===== config.mk =====
export PLATFORM = sky130hd
export DESIGN_NAME = keyed_wdog
export DESIGN_NICKNAME = d
export VERILOG_FILES = /design/src/rtl/keyed_wdog_pkg.sv /design/src/rtl/kw_regs.sv /design/src/rtl/kw_wdcount.sv /design/src/rtl/kw_prewarn.sv /design/src/rtl/keyed_wdog.sv
export SDC_FILE = /design/constraint.sdc
export NUM_CORES = 1
export LEC_CHECK = 0
export BUFFER_PORTS_ARGS = -buffer_cell sky130_fd_sc_hd__buf_2
export CAP_MARGIN = 10
export CELL_PAD_IN_SITES_DETAIL_PLACEMENT = 0
export CELL_PAD_IN_SITES_GLOBAL_PLACEMENT = 1
export CORE_MARGIN = 2
export CORE_UTILIZATION = 30
export CTS_BUF_LIST = sky130_fd_sc_hd__clkbuf_4 sky130_fd_sc_hd__clkbuf_8
export DETAILED_ROUTE_END_ITERATION = 12
export HOLD_SLACK_MARGIN = 0.03
export MAX_ROUTING_LAYER = met4
export PLACE_DENSITY_LB_ADDON = 0.1
export SYNTH_ARGS = -nofsm -noshare
export SYNTH_HDL_FRONTEND = slang
export SYNTH_SLANG_ARGS = --single-unit

===== constraint.sdc =====
create_clock -name clk -period 2.25 [get_ports clk]
set_input_delay 0 -clock clk [delete_from_list [all_inputs] [get_ports clk]]
set_output_delay 0 -clock clk [all_outputs]
set_load 0.005 [all_outputs]

===== src/rtl/keyed_wdog_pkg.sv =====
package keyed_wdog_pkg;

  localparam int BYTE_W = 8;
  localparam int OFS_W  = 3;

  typedef enum logic [OFS_W-1:0] {
    OFS_CFG     = 3'd0,
    OFS_CTRL    = 3'd1,
    OFS_PER_HI  = 3'd2,
    OFS_PER_LO  = 3'd3,
    OFS_KEY     = 3'd4,
    OFS_T1_GO   = 3'd5,
    OFS_PW_IVAL = 3'd6,
    OFS_PW_CTRL = 3'd7
  } wd_ofs_e;

  localparam logic [BYTE_W-1:0] CFG_UNLOCK = 8'h00;

  // configuration bit positions
  localparam int CFG_KEY_EN_BIT = 5;
  localparam int CFG_TSEL_BIT   = 4;
  localparam int CFG_LOCK_HI    = 3;

  // control bit positions
  localparam int CTRL_STOP_OK_BIT = 4;
  localparam int CTRL_HALT_BIT    = 0;

  // pre-warning control bit positions
  localparam int PWC_EN_BIT  = 0;
  localparam int PWC_RST_BIT = 1;

endpackage


===== src/rtl/kw_regs.sv =====
module kw_regs
  import keyed_wdog_pkg::*;
#(
  parameter int CNT_W = 16,
  parameter int PW_W  = 8,
  parameter logic [BYTE_W-1:0] KEY_VAL = 8'h5C
) (
  input  logic                  clk,
  input  logic                  rst,
  input  logic                  wr_en,
  input  logic [OFS_W-1:0]      addr,
  input  logic [BYTE_W-1:0]     wdata,
  input  logic                  wd_running,
  output logic                  locked,
  output logic                  tick_sel,
  output logic                  stop_ok,
  output logic                  halt,
  output logic                  t1_run,
  output logic [CNT_W-1:0]      period,
  output logic [CNT_W-1:0]      load_val,
  output logic                  load_p,
  output logic                  kick_p,
  output logic [PW_W-1:0]       pw_ival,
  output logic                  pw_en,
  output logic                  pw_restart_p,
  output logic                  pw_clr_p
);

  localparam int HI_W  = CNT_W - BYTE_W;
  localparam int CFG_W = CFG_KEY_EN_BIT + 1;

  logic [CFG_W-1:0]  cfg_q;
  logic              stop_ok_q, halt_q, t1_q, pw_en_q;
  logic [HI_W-1:0]   hi_q;
  logic [BYTE_W-1:0] lo_q;
  logic [PW_W-1:0]   pw_ival_q;

  logic wr_cfg, wr_ctrl, wr_hi, wr_lo, wr_key, wr_t1, wr_pwi, wr_pwc;
  logic open_q, ctrl_frozen;

  always_comb begin
    wr_cfg  = wr_en && (addr == OFS_CFG);
    wr_ctrl = wr_en && (addr == OFS_CTRL);
    wr_hi   = wr_en && (addr == OFS_PER_HI);
    wr_lo   = wr_en && (addr == OFS_PER_LO);
    wr_key  = wr_en && (addr == OFS_KEY);
    wr_t1   = wr_en && (addr == OFS_T1_GO);
    wr_pwi  = wr_en && (addr == OFS_PW_IVAL);
    wr_pwc  = wr_en && (addr == OFS_PW_CTRL);
    open_q      = !(&cfg_q[CFG_LOCK_HI:0]);
    ctrl_frozen = wd_running && !stop_ok_q;
  end

  always_ff @(posedge clk) begin
    if (rst) begin
      cfg_q     <= '0;
      stop_ok_q <= 1'b0;
      halt_q    <= 1'b0;
      t1_q      <= 1'b0;
      hi_q      <= '0;
      lo_q      <= '0;
      pw_ival_q <= '0;
      pw_en_q   <= 1'b0;
    end else begin
      if (wr_cfg && (open_q || wdata == CFG_UNLOCK))
        cfg_q <= wdata[CFG_W-1:0];
      if (wr_ctrl && open_q && !ctrl_frozen) begin
        stop_ok_q <= wdata[CTRL_STOP_OK_BIT];
        halt_q    <= wdata[CTRL_STOP_OK_BIT] & wdata[CTRL_HALT_BIT];
      end
      if (wr_hi && open_q) hi_q <= wdata[HI_W-1:0];
      if (wr_lo && open_q) lo_q <= wdata;
      if (wr_t1 && open_q) t1_q <= 1'b1;
      if (wr_pwi) pw_ival_q <= wdata[PW_W-1:0];
      if (wr_pwc) pw_en_q <= wdata[PWC_EN_BIT];
    end
  end

  always_comb begin
    locked       = !open_q;
    tick_sel     = cfg_q[CFG_TSEL_BIT];
    stop_ok      = stop_ok_q;
    halt         = halt_q;
    t1_run       = t1_q;
    period       = {hi_q, lo_q};
    load_val     = {hi_q, wdata};
    load_p       = wr_lo && open_q;
    kick_p       = wr_key && cfg_q[CFG_KEY_EN_BIT] && (wdata == KEY_VAL);
    pw_ival      = pw_ival_q;
    pw_en        = pw_en_q;
    pw_restart_p = wr_pwc && wdata[PWC_RST_BIT];
    pw_clr_p     = wr_pwc;
  end

endmodule


===== src/rtl/kw_wdcount.sv =====
module kw_wdcount #(
  parameter int CNT_W = 16
) (
  input  logic             clk,
  input  logic             rst,
  input  logic             load_p,
  input  logic [CNT_W-1:0] load_val,
  input  logic             kick_p,
  input  logic [CNT_W-1:0] period,
  input  logic             step,
  output logic [CNT_W-1:0] count,
  output logic             running,
  output logic             expire
);

  localparam logic [CNT_W-1:0] ONE = CNT_W'(1);

  logic [CNT_W-1:0] cnt_q;
  logic             run_q, armed_q, exp_q;

  always_ff @(posedge clk) begin
    if (rst) begin
      cnt_q   <= '0;
      run_q   <= 1'b0;
      armed_q <= 1'b0;
      exp_q   <= 1'b0;
    end else begin
      exp_q <= 1'b0;
      if (load_p) begin
        cnt_q   <= load_val;
        run_q   <= 1'b1;
        armed_q <= 1'b1;
      end else if (kick_p && armed_q) begin
        cnt_q <= period;
        run_q <= 1'b1;
      end else if (run_q && step) begin
        if (cnt_q <= ONE) begin
          cnt_q <= '0;
          run_q <= 1'b0;
          exp_q <= 1'b1;
        end else begin
          cnt_q <= cnt_q - ONE;
        end
      end
    end
  end

  assign count   = cnt_q;
  assign running = run_q;
  assign expire  = exp_q;

endmodule


===== src/rtl/kw_prewarn.sv =====
module kw_prewarn #(
  parameter int PW_W = 8
) (
  input  logic            clk,
  input  logic            rst,
  input  logic            tick,
  input  logic            en,
  input  logic            restart_p,
  input  logic            clr_p,
  input  logic [PW_W-1:0] ival,
  output logic            irq
);

  localparam logic [PW_W-1:0] ONE = PW_W'(1);

  logic [PW_W-1:0] cnt_q;
  logic            irq_q;
  logic            fire;

  always_comb fire = !restart_p && en && tick && (cnt_q <= ONE);

  always_ff @(posedge clk) begin
    if (rst) begin
      cnt_q <= '0;
      irq_q <= 1'b0;
    end else begin
      if (restart_p)
        cnt_q <= ival;
      else if (en && tick)
        cnt_q <= (cnt_q <= ONE) ? ival : cnt_q - ONE;

      if (fire)
        irq_q <= 1'b1;
      else if (clr_p)
        irq_q <= 1'b0;
    end
  end

  assign irq = irq_q;

endmodule


===== src/rtl/keyed_wdog.sv =====
module keyed_wdog
  import keyed_wdog_pkg::*;
#(
  parameter int CNT_W = 16,
  parameter int PW_W  = 8,
  parameter logic [BYTE_W-1:0] KEY_VAL = 8'h5C
) (
  input  logic              clk,
  input  logic              rst,
  input  logic              tick_i,
  input  logic              wr_en_i,
  input  logic [OFS_W-1:0]  addr_i,
  input  logic [BYTE_W-1:0] wdata_i,
  output logic              rst_req_o,
  output logic              warn_irq_o,
  output logic              run_o
);

  logic             locked, tick_sel, stop_ok, halt, t1_run;
  logic [CNT_W-1:0] period, load_val, count;
  logic             load_p, kick_p;
  logic [PW_W-1:0]  pw_ival;
  logic             pw_en, pw_restart_p, pw_clr_p;
  logic             running, expire, irq;
  logic             wd_tick, step;

  kw_regs #(.CNT_W(CNT_W), .PW_W(PW_W), .KEY_VAL(KEY_VAL)) regs_i (
    .clk(clk), .rst(rst), .wr_en(wr_en_i), .addr(addr_i), .wdata(wdata_i),
    .wd_running(running), .locked(locked), .tick_sel(tick_sel),
    .stop_ok(stop_ok), .halt(halt), .t1_run(t1_run), .period(period),
    .load_val(load_val), .load_p(load_p), .kick_p(kick_p),
    .pw_ival(pw_ival), .pw_en(pw_en), .pw_restart_p(pw_restart_p),
    .pw_clr_p(pw_clr_p)
  );

  always_comb begin
    wd_tick = tick_sel ? (tick_i && t1_run) : tick_i;
    step    = wd_tick && !halt;
  end

  kw_wdcount #(.CNT_W(CNT_W)) cnt_i (
    .clk(clk), .rst(rst), .load_p(load_p), .load_val(load_val),
    .kick_p(kick_p), .period(period), .step(step), .count(count),
    .running(running), .expire(expire)
  );

  kw_prewarn #(.PW_W(PW_W)) pw_i (
    .clk(clk), .rst(rst), .tick(tick_i), .en(pw_en),
    .restart_p(pw_restart_p), .clr_p(pw_clr_p), .ival(pw_ival), .irq(irq)
  );

  assign rst_req_o  = expire;
  assign warn_irq_o = irq;
  assign run_o      = running;

endmodule


==> metrics.txt <==
status finished clean; Core Region 9640 um^2; via count 2,731; Clock Skew 0.00871 ns; dominant cells by area after synthesis dfxtp_1 42%, mux2i_1 8.2%, nor2_1 5.2%; R2R Setup Slk 0.02 ns; vias in the first global route 2,620; CTS tree built; Setup TNS Final 0 ns; Worst setup endpoint cnt_i.count[1]; RR Endpoint cnt_i.count[1]; final setup fails 0; Tot Pwr 2.84 mW; worst vdd ir 0.302 mV; input/output buffers 17; first-pass GRT wire length 14,100 um; die width 103 um; Nets 414; Layout area overhead 26.8%; pre-CTS WS 0.00397 ns; H-tree depth 3; Least-Margin Pin Slew 0.599 ns; antenna-violating nets left 0; Worst Hold Slack 0.0590 ns; RSZ-0062 raised after global routing yes; crit path from cnt_i.count[12]; number of synthesized flops with an enable pin 0; post-route non-filler standard cell count 533; crit-path max FO 5; Num CTS Buffers 9; Worst setup SP type register; max cap viols 0; die area 10,600 um^2; worst-skew pair later-pin latency 0.34 ns; path depth of the worst reg2reg path 6; Initial Util 0.304; met2 Track Usage GR 0.259; cell row count 36; HP Class in -> reg; clk root buf clkbuf_8; DRT Wirelength 8560 um; worst slew margin relative to its limit 0.599; met1 Usage GRT 0.259; Ant. Diodes 0; # clock sinks 62; antenna violations before repair 0; Synth cell types 47; Total Routing Usage GR 0.182; crit path DAT 2.44 ns; DRC Markers 0; First DRT Iteration DRCs 51; r2r startpoint cnt_i.count[12]; PD cells 763 nW/um^2; met3 Use GR 0.0407; drt first pass iters 4; Final min period 2.23 ns; Lkg Pwr 1.49 nW; Syn Area/Cell 8.53 um^2; Final period util 0.989; gr busiest metal met2; largest net degree at the start of global routing 38; Clock transition at path regs 0.08 ns; Async SR Flop Fraction 0; Post-synth top flop dfxtp_1; FMAX 449 MHz; Die Ht 103 um; drt via density 5.12; drt wl/cell 16.1 um; DP Wirelength 5900 um; setup ws final 0.0242 ns; cell count after synthesis 344; cell taking the most area after synthesis dfxtp_1; Final Slew Violations 0; Mapped Area 2930 um^2; Data required, critical path 2.47 ns; GP Congestion 0.781; share of cells above drive strength 1 0.175; cell depth of the worst hold path 4; Seq cells post-synth 62; Hold Vio Cnt, Final 0; gr ovfl total 0; placed cells 502; Crit Path Class reg -> reg; Synth top area share 0.423; clock tree buffer depth 2; Seq/Total Area, Yosys 0.423; Crit. End Element register; Synthesis Warnings 0; syn nets 363; # IOs 18
[placed cells by master (no fill, tap or decap), types with 2 or more instances in the layout]
cell,instances
dfxtp_1,61
nor2_1,41
nand2_1,33
mux2i_1,24
buf_4,24
o21ai_0,21
a21oi_1,20
buf_2,17
dlygate4sd3_1,13
nand3_1,10
a31oi_1,9
clkbuf_8,9
inv_1,8
nor3_1,8
a221oi_1,8
nor4_1,7
nand4_1,6
or4_1,6
or3_1,6
nand2b_1,5
o31ai_1,5
nor2b_1,4
ha_1,4
o31a_1,3
a32o_1,3
bufinv_16,3
and2_1,2
or4_4,2
and4_1,2
a22oi_1,2
o41ai_1,2
and3_1,2
o21a_1,2
inv_6,2
buf_6,2
[routing by layer]
| metal | wire, um | up-vias |
|---|---|---|
| met1 | 4370 | 1275 |
| li1 | - | 1381 |
| met4 | 95 | 0 |
| met5 | 0 | - |
| met3 | 417 | 9 |
| met2 | 3670 | 66 |
[final cells by class]
cell class                      count  area, um^2
Multi-Input combinational cell    258        1620
Timing Repair Buffer               56         418
Tap cell                          133         166
Sequential cell                    62        1240
Fill cell                        1018        5920
Clock inverter                      7         120
Clock buffer                        9         124
Inverter                            8        30.0
[power breakdown]
| part | switching (mW) | internal (mW) | total, mW |
|---|---|---|---|
| Combinational | 0.245 | 0.195 | 0.439 |
| Clock | 0.500 | 0.742 | 1.24 |
| Sequential | 0.0258 | 1.13 | 1.16 |
| Total | 0.770 | 2.07 | 2.84 |
[worst min path at each step]
| stage | from | to | slack (ns) |
|---|---|---|---|
| 2_1_floorplan | wdata_i[2] | regs_i.pw_ival[2] | 0.14 |
| 6_report | addr_i[1] | regs_i.t1_run | 0.06 |
| 4_1_cts | addr_i[1] | regs_i.t1_run | 0.04 |
| 3_5_place_dp | wdata_i[6] | regs_i.pw_ival[6] | 0.33 |
| 5_1_grt | addr_i[1] | regs_i.t1_run | 0.09 |
| 3_3_place_gp | wdata_i[6] | regs_i.pw_ival[6] | 0.33 |
[state kept, by name, indices dropped and copies added (netlist names)]
signal and count:
regs_i.cfg_q 6, regs_i.hi_q 8, regs_i.lo_q 8, cnt_i.armed_q 1, regs_i.stop_ok 1, pw_i.irq 1
regs_i.t1_run 1, regs_i.pw_en 1, cnt_i.running 1, cnt_i.expire 1, pw_i.cnt_q 8, regs_i.halt 1
regs_i.pw_ival 8, cnt_i.count 16
[cell usage after synthesis (5+ instances only)]
cell type   n
dfxtp_1    62
clkbuf_1   13
nor2_1     41
nand4_1     6
nor4_1      7
nand2_1    33
inv_1       8
a21oi_1    20
or4_1       6
nand3_1    10
a221oi_1    8
or3_1       7
o21ai_0    21
mux2i_1    24
nor3_1      9
nand2b_1    5
o31ai_1     6
a31oi_1     9
[what timing repair did]
item,4_1_cts,5_1_grt
hold buffers,13,0
setup endpoints to repair,3,11
setup buffers,0,1
pin swaps,0,3
gates cloned,0,1
hold endpoints to repair,19,0
gates resized for setup,1,9
[worst max-delay path: stages (launching register included)]
cell and delay (ns):
dfxtp_2 0.32, or4_4 0.53, or4_4 0.43, or3_4 0.40, buf_6 0.15, a221oi_2 0.20
a211oi_1 0.07
[through the flow]
step	utilization	area, um^2
2_1_floorplan	-	2930
3_3_place_gp	0.342	3300
3_5_place_dp	0.342	3300
4_1_cts	0.381	3680
5_1_grt	0.386	3720
6_report	0.386	3720
[kinds of logic after synthesis]
logic type / Yosys count / share of synthesized area
AOI/OAI and AO/OA: 87 / 0.198
adders and majority gates: 4 / 0.0171
buffers and inverters: 24 / 0.0341
DFF: 62 / 0.423
muxes: 24 / 0.0819
and+or+nand+nor: 143 / 0.246
(Power assumes the default switching activity.)
